`src/rtl/rst_seq_pkg.sv`:
```
package rst_seq_pkg;

    typedef enum logic [1:0] {
        ST_HOLD = 2'd0,
        ST_PWRT = 2'd1,
        ST_OST  = 2'd2,
        ST_RUN  = 2'd3
    } seq_state_t;

    localparam int STAT_W   = 8;
    localparam int F_RI     = 0;
    localparam int F_WDT    = 1;
    localparam int F_PMPIN  = 2;
    localparam int F_POR    = 3;
    localparam int F_BOR    = 4;
    localparam int F_STK    = 5;
    localparam int B_SBOREN = 6;
    localparam int B_IPEN   = 7;

    localparam logic [STAT_W-1:0] STAT_POR_VAL = 8'h67;

endpackage

```
`src/rtl/rst_sync.sv`:
```
module rst_sync #(
    parameter int N      = 2,
    parameter int STAGES = 2
) (
    input  logic         clk,
    input  logic         por,
    input  logic [N-1:0] din,
    output logic [N-1:0] dout
);
    logic [N-1:0] stg [STAGES];

    always_ff @(posedge clk or posedge por) begin
        if (por) begin
            for (int i = 0; i < STAGES; i++) stg[i] <= '0;
        end else begin
            stg[0] <= din;
            for (int i = 1; i < STAGES; i++) stg[i] <= stg[i-1];
        end
    end

    assign dout = stg[STAGES-1];
endmodule

```
`src/rtl/rst_timer.sv`:
```
module rst_timer #(
    parameter int W = 10
) (
    input  logic clk,
    input  logic por,
    input  logic clr,
    input  logic run,
    input  logic tick,
    output logic done
);
    localparam logic [W-1:0] LAST = '1;

    logic [W-1:0] cnt;

    always_ff @(posedge clk or posedge por) begin
        if (por) begin
            cnt  <= '0;
            done <= 1'b0;
        end else if (clr) begin
            cnt  <= '0;
            done <= 1'b0;
        end else if (run && tick && !done) begin
            if (cnt == LAST) begin
                done <= 1'b1;
            end else begin
                cnt <= cnt + 1'b1;
            end
        end
    end
endmodule

```
`src/rtl/rst_cause.sv`:
```
module rst_cause
    import rst_seq_pkg::*;
(
    input  logic              clk,
    input  logic              por,
    input  logic              bor_evt,
    input  logic              wdt_evt,
    input  logic              ri_evt,
    input  logic              stk_evt,
    input  logic              pmpin_evt,
    input  logic              we,
    input  logic [STAT_W-1:0] wdata,
    output logic [STAT_W-1:0] status
);
    logic [STAT_W-1:0] stat_q;
    logic [STAT_W-1:0] stat_d;

    always_comb begin
        stat_d = stat_q;
        if (we) begin
            stat_d[F_STK:0]  = stat_q[F_STK:0] | wdata[F_STK:0];
            stat_d[B_SBOREN] = wdata[B_SBOREN];
            stat_d[B_IPEN]   = wdata[B_IPEN];
        end
        if (bor_evt)        stat_d[F_BOR]   = 1'b0;
        else if (wdt_evt)   stat_d[F_WDT]   = 1'b0;
        else if (ri_evt)    stat_d[F_RI]    = 1'b0;
        else if (stk_evt)   stat_d[F_STK]   = 1'b0;
        else if (pmpin_evt) stat_d[F_PMPIN] = 1'b0;
    end

    always_ff @(posedge clk or posedge por) begin
        if (por) stat_q <= STAT_POR_VAL;
        else     stat_q <= stat_d;
    end

    assign status = stat_q;
endmodule

```
`src/rtl/rst_sequencer.sv`:
```
module rst_sequencer
    import rst_seq_pkg::*;
#(
    parameter int PWRT_W = 11,
    parameter int OST_W  = 10,
    parameter int SYNC_STAGES = 2
) (
    input  logic        clk,
    input  logic        por_req,
    input  logic        mclr_n,
    input  logic        mclr_en,
    input  logic        pm_mode,
    input  logic        bor_req,
    input  logic [1:0]  bor_mode,
    input  logic        wdt_to,
    input  logic        ri_strobe,
    input  logic        stk_full,
    input  logic        stk_under,
    input  logic        lf_tick,
    input  logic        osc_tick,
    input  logic        pwrt_en,
    input  logic        ost_en,
    input  logic        sw_we,
    input  logic [7:0]  sw_wdata,
    output logic [7:0]  status,
    output logic        chip_rst
);
    localparam int NSYNC = 2;

    seq_state_t state, state_nxt;
    logic [NSYNC-1:0] async_raw, async_s;
    logic pin_s, bor_s;
    logic pin_act, pmpin_evt, bor_eff, stk_evt, src_any;
    logic pwrt_done, ost_done;
    logic pwrt_left, ost_left;

    assign async_raw = {bor_req, ~mclr_n};

    rst_sync #(.N(NSYNC), .STAGES(SYNC_STAGES)) u_sync (
        .clk (clk),
        .por (por_req),
        .din (async_raw),
        .dout(async_s)
    );

    assign pin_s = async_s[0];
    assign bor_s = async_s[1];

    assign pin_act   = mclr_en && pin_s;
    assign pmpin_evt = pin_act && pm_mode;
    assign bor_eff   = bor_s && (bor_mode[1] ||
                       (bor_mode == 2'b01 && status[B_SBOREN]));
    assign stk_evt   = stk_full || stk_under;
    assign src_any   = pin_act || bor_eff || wdt_to || ri_strobe || stk_evt;

    rst_cause u_cause (
        .clk      (clk),
        .por      (por_req),
        .bor_evt  (bor_eff),
        .wdt_evt  (wdt_to),
        .ri_evt   (ri_strobe),
        .stk_evt  (stk_evt),
        .pmpin_evt(pmpin_evt),
        .we       (sw_we),
        .wdata    (sw_wdata),
        .status   (status)
    );

    rst_timer #(.W(PWRT_W)) u_pwrt (
        .clk (clk),
        .por (por_req),
        .clr (bor_eff),
        .run (state == ST_PWRT),
        .tick(lf_tick),
        .done(pwrt_done)
    );

    rst_timer #(.W(OST_W)) u_ost (
        .clk (clk),
        .por (por_req),
        .clr (bor_eff),
        .run (state == ST_OST),
        .tick(osc_tick),
        .done(ost_done)
    );

    assign pwrt_left = pwrt_en && !pwrt_done;
    assign ost_left  = ost_en && !ost_done;

    always_ff @(posedge clk or posedge por_req) begin
        if (por_req) state <= ST_HOLD;
        else         state <= state_nxt;
    end

    always_comb begin
        state_nxt = state;
        unique case (state)
            ST_HOLD: begin
                if (src_any)        state_nxt = ST_HOLD;
                else if (pwrt_left) state_nxt = ST_PWRT;
                else if (ost_left)  state_nxt = ST_OST;
                else                state_nxt = ST_RUN;
            end
            ST_PWRT: begin
                if (src_any)        state_nxt = ST_HOLD;
                else if (pwrt_left) state_nxt = ST_PWRT;
                else if (ost_left)  state_nxt = ST_OST;
                else                state_nxt = ST_RUN;
            end
            ST_OST: begin
                if (src_any)        state_nxt = ST_HOLD;
                else if (ost_left)  state_nxt = ST_OST;
                else                state_nxt = ST_RUN;
            end
            ST_RUN: begin
                if (src_any)        state_nxt = ST_HOLD;
                else                state_nxt = ST_RUN;
            end
            default:                state_nxt = ST_HOLD;
        endcase
    end

    always_comb begin
        chip_rst = (state != ST_RUN);
    end
endmodule

```
`config.mk`:
```
export PLATFORM = sky130hd
export DESIGN_NAME = rst_sequencer
export DESIGN_NICKNAME = d
export VERILOG_FILES = /design/src/rtl/rst_seq_pkg.sv /design/src/rtl/rst_sync.sv /design/src/rtl/rst_timer.sv /design/src/rtl/rst_cause.sv /design/src/rtl/rst_sequencer.sv
export SDC_FILE = /design/constraint.sdc
export NUM_CORES = 1
export LEC_CHECK = 0
export CORE_MARGIN = 2
export CORE_UTILIZATION = 41
export CTS_BUF_LIST = sky130_fd_sc_hd__clkbuf_16
export DETAILED_ROUTE_END_ITERATION = 16
export PLACE_DENSITY = 0.66
export SYNTH_ARGS = -nofsm -noshare
export SYNTH_HDL_FRONTEND = slang
export SYNTH_SLANG_ARGS = --single-unit
```
`constraint.sdc`:
```
create_clock -name clk -period 4.49 [get_ports clk]
set_input_delay 1.347 -clock clk [delete_from_list [all_inputs] [get_ports clk]]
set_output_delay 1.347 -clock clk [all_outputs]
set_load 0.01 [all_outputs]
```
==> metrics <==
port buffer count 33; die height 69.08 um; clk_lat worst skew 0.28 ns; CP Max Fanout 12; clk buf depth 2; Multi-input gate area 765.7 um^2; Inst Count DP 250; initial core utilization 43.11%; post-synth top area share 46.11%; largest net degree at the start of global routing 38; Clock Skew 0.004250 ns; post-synthesis sequential area ratio 53.67%; vias per cell 5.651; ranking of synthesized cells by area dfrtp_1 46%, dfstp_2 7.6%, a21oi_1 4.3%, nor3_1 3.5%, nor2_1 3.2%; setup TNS 0 ns; Max-Cap Viols 0; # rows 23; syn_area_per_cell 10.28 um^2; RSZ-0062 raised after global routing false; NumNets Final 234; die width 69.08 um; # IOs 34; FF/Latch Area 932.1 um^2; Synth warnings 0; dpl cell area 0.002128 mm^2; Max transition margin 56.04%; fraction of layout cells with a size suffix above 1 9.135%; Post-Syn Nets 196; clk sink count 37; setup violators final 0; Core Footprint 0.004029 mm^2; status finished, final reports clean; Hold Vio Cnt, Final 0; CTS tree done; Non-Filler Instances 258; crit end category flop; Final HPWL DP 2.720 mm; first-pass GRT wire length 6.403 mm; design area 0.002266 mm^2; main flop type after synthesis dfrtp_1; initial DRC count 159; EDFF count, synth 0; hold buffers post-CTS 0; area leader, netlist dfrtp_1; Area growth syn-to-layout 30.48%; Post-CTS Setup Inserts 0; Leakage 0.9173 nW; Post-CTS Resized 0; antenna-violating nets left 0; mapped cell area 0.001737 mm^2; required time of the worst setup path 4.70 ns; synthesized instance count 169; worst vdd ir 253.8 uV; Clock Pin Slew Worst Setup and Hold Paths 0.06 ns; final worst path period share 62.49%; Placer Congestion 0.7938; most common cell in the netlist dfrtp_1; Fmax 0.3564 GHz; die area 0.004772 mm^2; pwr/cell area 329.1 mW/mm^2; crit path DAT 3.02 ns; Final Util 56.24%; most common library cells after synthesis 32 x dfrtp_1, 15 x a21oi_1, 15 x nor2_1; Yosys cell types 39; Post-synth ARST share 100.0%; startpoint types input port; Slew @ Worst Pin 0.6591 ns; antenna violations before repair 0; CTS root buffer clkbuf_16; H-tree levels 2; Antenna diodes 0; WL per Instance 14.62 um; # DRC 0; CTS Buf Count 5; wirelength, routed 3.772 mm; total track usage 16.91%; min-delay worst type flop to flop; Pins Over Slew Limit 0; DR vias 1458; min cycle time layout 2.806 ns; grt total ovfl 0; FF+latch count, synth 37; DRT Pass-1 Iters 4; CP Class input port to flop; vias in the first global route 1458; Fill cells 361
==> registers in the layout, indices dropped and copies added, names as in the netlist <==
signal	count
u_pwrt.cnt	11
u_pwrt.done	1
u_cause.status	8
u_sync.stg	2
state	2
u_sync.dout	2
u_ost.cnt	10
u_ost.done	1
==> layout make-up <==
| class | count | area share (%) |
|---|---|---|
| Clock buffer | 5 | 5.522 |
| Tap cell | 50 | 2.761 |
| Clock inverter | 3 | 0.5522 |
| Timing Repair Buffer | 35 | 15.24 |
| Multi-Input combinational cell | 122 | 33.79 |
| Sequential cell | 37 | 41.14 |
| Inverter | 6 | 0.9939 |
==> cell families after synthesis <==
kind of cell               synth area share [%]
AOI/OAI and AO/OA                         16.35
xor gates and xnor gates                  1.513
muxes                                     1.297
adders and majority gates                 1.441
buffers and inverters                     2.233
and+or+nand+nor                           23.49
DFF                                       53.67
==> power by group <==
group / internal, W / switching (W)
clock network: 0.000200 / 0.000125
logic: 0.0000379 / 0.0000304
registers: 0.000346 / 0.00000529
total: 0.000585 / 0.000161
==> critical path, cell delays in order <==
cell and delay [ns]:
clkdlybuf4s50_1 0.40, a21o_1 0.17, and2_0 0.38, nor3_1 0.45, and4_1 0.27
==> worst paths after layout <==
| path | from | endpoint | slack, ns | cells past startpoint |
|---|---|---|---|---|
| setup / recovery | bor_mode[0] | state[0] | 1.68 | 5 |
| hold / removal | u_sync.stg[2] | u_sync.dout[0] | 0.35 | 0 |
| setup reg to reg | u_pwrt.cnt[0] | u_pwrt.cnt[2] | 2.68 | 5 |
| hold reg to reg | u_sync.stg[2] | u_sync.dout[0] | 0.35 | 0 |
| max in group asynchronous | por_req | u_cause.status[6] | 2.66 | 3 |
| min in group asynchronous | por_req | u_cause.status[3] | 1.48 | 3 |
==> metal layers <==
metal / global-route usage, % / vias to the layer above / wire length [um]
li1: - / 710 / -
met1: 20.99 / 703 / 1733
met2: 27.78 / 37 / 1786
met3: 5.409 / 8 / 182
met4: 5.882 / 0 / 69
met5: 0 / - / 0
==> through the flow <==
| step | hold WS (ns) | setup WS [ns] | total power (W) |
|---|---|---|---|
| floorplan | 0.3312 | 2.125 | 0.0003824 |
| global placement | 0.3393 | 1.511 | 0.0004260 |
| detailed placement | 0.3365 | 1.390 | 0.0004264 |
| CTS | 0.3522 | 1.674 | 0.0007531 |
| global route | 0.3539 | 1.514 | 0.0007745 |
| finish | 0.3514 | 1.684 | 0.0007457 |
==> cell usage in the layout, fill, tap and decap left out, types with 4 or more instances in the layout <==
cell type / synthesis / layout
dfstp_2: 5 / 5
nor3_1: 12 / 12
o21ai_0: 7 / 7
inv_1: 6 / 6
nand4_1: 5 / 5
clkbuf_16: 0 / 5
dfrtp_1: 32 / 32
nor2_1: 15 / 15
a21oi_1: 15 / 15
a31oi_1: 4 / 4
and4_1: 4 / 4
clkdlybuf4s50_1: 0 / 33
nand2_1: 10 / 10
or3_1: 5 / 5
nand3_1: 8 / 8
Note: power is estimated with default switching activity, not from simulation.
